`src/rtl/pin_edge_irq_pkg.sv`:
```
package pin_edge_irq_pkg;
  localparam int LINES        = 16;
  localparam int SEL_W        = 4;
  localparam int SEL_PER_WORD = 4;
  localparam int SEL_WORDS    = LINES / SEL_PER_WORD;
  localparam int WORD_BITS    = SEL_W * SEL_PER_WORD;

  localparam int A_ENABLE = 0;
  localparam int A_RISE   = 1;
  localparam int A_FALL   = 2;
  localparam int A_PEND   = 3;
  localparam int A_SEL0   = 4;
endpackage

```
`src/rtl/pie_src_select.sv`:
```
module pie_src_select
  import pin_edge_irq_pkg::*;
#(
  parameter int NUM_PORTS = 3
) (
  input  logic [NUM_PORTS*LINES-1:0] pins,
  input  logic [LINES*SEL_W-1:0]     sel,
  output logic [LINES-1:0]           src
);
  always_comb begin
    for (int n = 0; n < LINES; n++) begin
      src[n] = 1'b0;
      for (int p = 0; p < NUM_PORTS; p++) begin
        if (sel[n*SEL_W +: SEL_W] == SEL_W'(p)) src[n] = pins[p*LINES + n];
      end
    end
  end
endmodule

```
`src/rtl/pie_line_sync.sv`:
```
module pie_line_sync (
  input  logic clk,
  input  logic rst_n,
  input  logic pin,
  input  logic rise_en,
  input  logic fall_en,
  output logic edge_pulse
);
  logic meta_q, sync_q, prev_q;

  always_ff @(posedge clk or negedge rst_n) begin
    if (!rst_n) begin
      meta_q <= 1'b0;
      sync_q <= 1'b0;
      prev_q <= 1'b0;
    end else begin
      meta_q <= pin;
      sync_q <= meta_q;
      prev_q <= sync_q;
    end
  end

  assign edge_pulse = (rise_en & sync_q & ~prev_q) | (fall_en & ~sync_q & prev_q);
endmodule

```
`src/rtl/pie_regfile.sv`:
```
module pie_regfile
  import pin_edge_irq_pkg::*;
#(
  parameter int DATA_W = 32,
  parameter int ADDR_W = 4
) (
  input  logic                   clk,
  input  logic                   rst_n,
  input  logic                   wr,
  input  logic                   rd,
  input  logic [ADDR_W-1:0]      addr,
  input  logic [DATA_W-1:0]      wdata,
  input  logic [LINES-1:0]       edge_hit,
  output logic [LINES-1:0]       enable,
  output logic [LINES-1:0]       rise,
  output logic [LINES-1:0]       fall,
  output logic [LINES-1:0]       pend,
  output logic [LINES*SEL_W-1:0] sel,
  output logic [DATA_W-1:0]      rdata
);
  logic [LINES-1:0]  clr_bits;
  logic [DATA_W-1:0] rd_val;

  assign clr_bits = (wr && addr == ADDR_W'(A_PEND)) ? wdata[LINES-1:0] : '0;

  always_ff @(posedge clk or negedge rst_n) begin
    if (!rst_n) begin
      enable <= '0;
      rise   <= '0;
      fall   <= '0;
      pend   <= '0;
      sel    <= '0;
    end else begin
      pend <= (pend & ~clr_bits) | edge_hit;
      if (wr) begin
        if (addr == ADDR_W'(A_ENABLE)) enable <= wdata[LINES-1:0];
        if (addr == ADDR_W'(A_RISE))   rise   <= wdata[LINES-1:0];
        if (addr == ADDR_W'(A_FALL))   fall   <= wdata[LINES-1:0];
        for (int w = 0; w < SEL_WORDS; w++) begin
          if (addr == ADDR_W'(A_SEL0 + w)) sel[w*WORD_BITS +: WORD_BITS] <= wdata[WORD_BITS-1:0];
        end
      end
    end
  end

  always_comb begin
    rd_val = '0;
    if (addr == ADDR_W'(A_ENABLE)) rd_val[LINES-1:0] = enable;
    if (addr == ADDR_W'(A_RISE))   rd_val[LINES-1:0] = rise;
    if (addr == ADDR_W'(A_FALL))   rd_val[LINES-1:0] = fall;
    if (addr == ADDR_W'(A_PEND))   rd_val[LINES-1:0] = pend;
    for (int w = 0; w < SEL_WORDS; w++) begin
      if (addr == ADDR_W'(A_SEL0 + w)) rd_val[WORD_BITS-1:0] = sel[w*WORD_BITS +: WORD_BITS];
    end
  end

  always_ff @(posedge clk or negedge rst_n) begin
    if (!rst_n)  rdata <= '0;
    else if (rd) rdata <= rd_val;
  end
endmodule

```
`src/rtl/pin_edge_irq.sv`:
```
module pin_edge_irq
  import pin_edge_irq_pkg::*;
#(
  parameter int NUM_PORTS = 3,
  parameter int DATA_W    = 32,
  parameter int ADDR_W    = 4
) (
  input  logic                       clk,
  input  logic                       rst_n,
  input  logic [NUM_PORTS*LINES-1:0] port_pins,
  input  logic                       reg_wr,
  input  logic                       reg_rd,
  input  logic [ADDR_W-1:0]          reg_addr,
  input  logic [DATA_W-1:0]          reg_wdata,
  output logic [DATA_W-1:0]          reg_rdata,
  output logic [LINES-1:0]           irq_line,
  output logic                       irq_any
);
  logic [LINES-1:0]       enable_q, rise_q, fall_q, pend_q;
  logic [LINES*SEL_W-1:0] sel_q;
  logic [LINES-1:0]       src_pin, line_edge, edge_hit;

  pie_src_select #(.NUM_PORTS(NUM_PORTS)) u_sel (
    .pins (port_pins),
    .sel  (sel_q),
    .src  (src_pin)
  );

  for (genvar n = 0; n < LINES; n++) begin : g_line
    pie_line_sync u_sync (
      .clk        (clk),
      .rst_n      (rst_n),
      .pin        (src_pin[n]),
      .rise_en    (rise_q[n]),
      .fall_en    (fall_q[n]),
      .edge_pulse (line_edge[n])
    );
  end

  assign edge_hit = line_edge & enable_q;

  pie_regfile #(.DATA_W(DATA_W), .ADDR_W(ADDR_W)) u_regs (
    .clk      (clk),
    .rst_n    (rst_n),
    .wr       (reg_wr),
    .rd       (reg_rd),
    .addr     (reg_addr),
    .wdata    (reg_wdata),
    .edge_hit (edge_hit),
    .enable   (enable_q),
    .rise     (rise_q),
    .fall     (fall_q),
    .pend     (pend_q),
    .sel      (sel_q),
    .rdata    (reg_rdata)
  );

  assign irq_line = pend_q & enable_q;
  assign irq_any  = |irq_line;
endmodule

```
`config.mk`:
```
export PLATFORM = sky130hd
export DESIGN_NAME = pin_edge_irq
export DESIGN_NICKNAME = d
export VERILOG_FILES = /design/src/rtl/pin_edge_irq_pkg.sv /design/src/rtl/pie_src_select.sv /design/src/rtl/pie_line_sync.sv /design/src/rtl/pie_regfile.sv /design/src/rtl/pin_edge_irq.sv
export SDC_FILE = /design/constraint.sdc
export NUM_CORES = 1
export LEC_CHECK = 0
export BUFFER_PORTS_ARGS = -buffer_cell sky130_fd_sc_hd__buf_2
export CORE_UTILIZATION = 37
export DETAILED_ROUTE_END_ITERATION = 7
export PLACE_DENSITY = 0.57
export SYNTH_ARGS = -nofsm -noshare
export SYNTH_HDL_FRONTEND = slang
export SYNTH_SLANG_ARGS = --single-unit
```
`constraint.sdc`:
```
create_clock -name clk -period 3.4 [get_ports clk]
set_clock_uncertainty 0.15 [all_clocks]
set_input_delay 0.17 -clock clk [delete_from_list [all_inputs] [get_ports clk]]
set_output_delay 0.17 -clock clk [all_outputs]
set_load 0.01 [all_outputs]
```
==> flow_metrics.env <==
export IMPL_switching_power_mw=1.93
export IMPL_post_drt_wl_per_cell_um=19.5
export IMPL_detail_route_wirelength_met1_um=11000
export IMPL_design_power_total_mw=6.57
export IMPL_first_pass_grt_wire_length_um=37500
export IMPL_cp_required_ns=3.08
export IMPL_core_rowCount=56
export IMPL_highest_routed_layer="met4"
export IMPL_met3RoutedLength_um=1130
export IMPL_mostFrequentLayoutCell="sky130_fd_sc_hd__dfrtp_1"
export IMPL_setup_worst_path_end_class="output pin"
export IMPL_seq_area_mm2=0.00480
export IMPL_drive_gt1_share_pct=31.0
export IMPL_totalNegativeSetupSlack_ns=0
export IMPL_post_synth_instance_area_mm2=0.00900
export IMPL_crit_arrival_ns=2.70
export IMPL_hold_class="primary input to flip-flop"
export IMPL_drv_cap=0
export IMPL_first_global_vias=6388
export IMPL_crit_path_max_fanout=4
export IMPL_ys_seq_area_share_pct=53.4
export IMPL_detailroute_via_count=6380
export IMPL_maximum_number_of_pins_on_one_net_before_global_route_repair=90
export IMPL_fmaxAchievable_mhz=332
export IMPL_combinationalPowerShare_pct=20.1
export IMPL_nNetsFinal=976
export IMPL_met2_wire_len_um=11400
export IMPL_grt_overflow_total=0
export IMPL_post_route_ant_nets=0
export IMPL_final_weighted_congestion_of_routability_driven_global_placement=0.771
export IMPL_die_x_um=158
export IMPL_num_antenna_cells=0
export IMPL_grt_antenna_before_repair=0
export IMPL_clock_power_share_pct=29.7
export IMPL_route_detailed_vias_per_inst=5.23
export IMPL_sw_frac_of_total_pct=29.4
export IMPL_postSynthAreaPerCell_um2=11.7
export IMPL_clk_root_buffer_cell="sky130_fd_sc_hd__clkbuf_16"
export IMPL_fillCellCount=2276
export IMPL_timing_max_slew_rel_slack_pct=38.3
export IMPL_portBuffers=104
export IMPL_ys_dominant_reg_cell="sky130_fd_sc_hd__dfrtp_1"
export IMPL_postRouteWirelength_um=23800
export IMPL_setup_worst_path_class="flip-flop to output pin"
export IMPL_syn_inst=768
export IMPL_synth_async_sr_flop_share_pct=100
export IMPL_intPower_mw=4.63
export IMPL_worst_setup_path_start_kind="flip-flop"
export IMPL_design_die_area_mm2=0.0250
export IMPL_h_tree_level_count=4
export IMPL_slew_at_the_pin_closest_to_its_max_slew_limit_ns=0.926
export IMPL_vdd_ir_drop_worst_v=0.000345
export IMPL_die_h_um=158
export IMPL_io_pin_count=137
export IMPL_drt_drc_violations_left=0
export IMPL_status="complete, no violations"
export IMPL_clkTransAtPathRegs_ns=0.06
export IMPL_setup_violations_final=0
export IMPL_tritoncts="done"
export IMPL_cellLeakagePower_nw=4.80
export IMPL_dr_first_iter_drc_count=379
export IMPL_clk_path_buf_depth=2
export IMPL_synth_cell_types=51
export IMPL_power_density_mw_per_mm2=622
export IMPL_post_layout_minimum_cycle_time_ns=3.02
export IMPL_synth_warnings=0
export IMPL_drt_pass1_iter_count=5
export IMPL_combined_area_of_the_multi_input_logic_cells_mm2=0.00382
export IMPL_final_max_slew_violation_count=0
export IMPL_insertion_delay_ns=0.43
export IMPL_detailedPlacementHpwl_um=15900
export IMPL_seq_power_share_pct=50.2
export IMPL_cts_num_sinks=192
export IMPL_areaGrowthSynthToFinish_pct=17.2
export IMPL_core_area_mm2=0.0237
export IMPL_layout_worst_path_cycle_share_pct=88.7
export IMPL_finalHoldViolCount=0
export IMPL_setup_repair_after_global_routing_missed_its_margin="false"
export IMPL_final_cell_mix="192 x sky130_fd_sc_hd__dfrtp_1, 107 x sky130_fd_sc_hd__mux2_2, 103 x sky130_fd_sc_hd__buf_2"
export IMPL_synth_seq_cells=192
export IMPL_groute_usage_overall_pct=20.3
export IMPL_ctsResizeCount=0
export IMPL_cts_made_buffers=17
export IMPL_start_util_pct=38.0
export IMPL_number_of_flops_mapped_to_enable_cells_by_yosys=0
-- through the flow --
step                      cells  setup slack [ns]  utilization (%)  cell area, µm²  hold slack (ns)
after global placement     1166             0.813             41.2            9760            0.146
final                      1220             0.384             44.5           10500           0.0231
after CTS                  1219             0.392             44.5           10500          0.00589
after detailed placement   1166             0.806             41.2            9760            0.146
after floorplan             783              1.68                -            9060           -0.276
after global routing       1220             0.270             44.5           10500          0.00383
-- power by group through the flow --
stage	Sequential (mW)	Clock, mW	Combinational [mW]
2_1_floorplan	3.19	0	0.925
3_3_place_gp	3.32	0	1.29
5_1_grt	3.38	2.09	1.46
3_5_place_dp	3.33	0	1.32
6_report	3.29	1.95	1.32
4_1_cts	3.29	1.98	1.34
-- state kept, by name, summed over array words and instances, names as in the netlist --
signal / cells
g_line.u_sync.sync_q: 16
u_regs.enable: 16
u_regs.sel: 64
u_regs.rise: 16
u_regs.pend: 16
g_line.u_sync.meta_q: 16
g_line.u_sync.prev_q: 16
u_regs.rdata: 16
u_regs.fall: 16
-- repair_timing --
action                                 4_1_cts  5_1_grt
endpoints found under the hold margin      214        1
setup buffers                                0        0
hold buffers                                21        1
-- critical path: stages (launching register included) --
cell                      delay, ns
sky130_fd_sc_hd__dfrtp_1       0.40
sky130_fd_sc_hd__and2_1        0.20
sky130_fd_sc_hd__or4_1         0.51
sky130_fd_sc_hd__nor4_1        0.63
sky130_fd_sc_hd__nand4_1       0.30
sky130_fd_sc_hd__buf_2         0.23
-- cells by family after synthesis --
| family | count (synthesis) | share of synthesized area [%] |
|---|---|---|
| and+or+nand+nor | 200 | 11.2 |
| DFF | 192 | 53.4 |
| muxes | 154 | 19.5 |
| AOI/OAI and AO/OA | 149 | 11.1 |
| buffers and inverters | 72 | 4.77 |
| other | 1 | 0.0417 |
-- path summary, 6_finish.rpt --
| check | startpoint | end | slack (ns) | cells after the start |
|---|---|---|---|---|
| max | u_regs.enable[2] | irq_any | 0.38 | 5 |
| min | port_pins[34] | g_line[2].u_sync.meta_q | 0.02 | 3 |
| max reg2reg | u_regs.fall[12] | u_regs.rdata[12] | 1.68 | 4 |
| min reg2reg | g_line[7].u_sync.meta_q | g_line[7].u_sync.sync_q | 0.20 | 0 |
| max in group asynchronous | rst_n | u_regs.sel[39] | 2.08 | 3 |
| min in group asynchronous | rst_n | u_regs.enable[0] | 0.23 | 2 |
-- synthesized netlist by cell type (10+ instances only) --
library cell	number	share of area [%]
sky130_fd_sc_hd__nor2_1	45	1.9
sky130_fd_sc_hd__nand3b_1	16	1.3
sky130_fd_sc_hd__a22o_1	27	2.6
sky130_fd_sc_hd__a31oi_1	29	2.0
sky130_fd_sc_hd__o21ai_0	28	1.6
sky130_fd_sc_hd__nor3_1	18	1.0
sky130_fd_sc_hd__clkbuf_1	11	0.46
sky130_fd_sc_hd__mux2_4	10	1.7
sky130_fd_sc_hd__dfrtp_1	192	53
sky130_fd_sc_hd__inv_1	17	0.71
sky130_fd_sc_hd__and2_1	16	1.1
sky130_fd_sc_hd__nand2_1	79	3.3
sky130_fd_sc_hd__mux2_2	107	13
sky130_fd_sc_hd__buf_2	12	0.67
sky130_fd_sc_hd__a21oi_1	19	1.1
sky130_fd_sc_hd__mux2i_1	34	3.8
sky130_fd_sc_hd__o22ai_1	13	0.90
sky130_fd_sc_hd__o211ai_1	11	0.92
sky130_fd_sc_hd__o2bb2ai_1	13	1.3
sky130_fd_sc_hd__buf_4	22	1.8
-- routing by layer --
layer	global-route usage, %	vias up
met5	0	-
met4	4.12	0
met3	3.97	18
met2	33.8	177
met1	27.4	3211
li1	-	2974
-- layout make-up --
type | count | share of cell area (%)
clock buffers | 23 | 4.63
clock inverters | 9 | 0.771
inverters | 17 | 0.605
multi-input cells | 519 | 36.3
flip-flops and latches | 192 | 45.6
well taps | 319 | 3.78
repair buffers | 141 | 8.41
(Power assumes the default switching activity.)
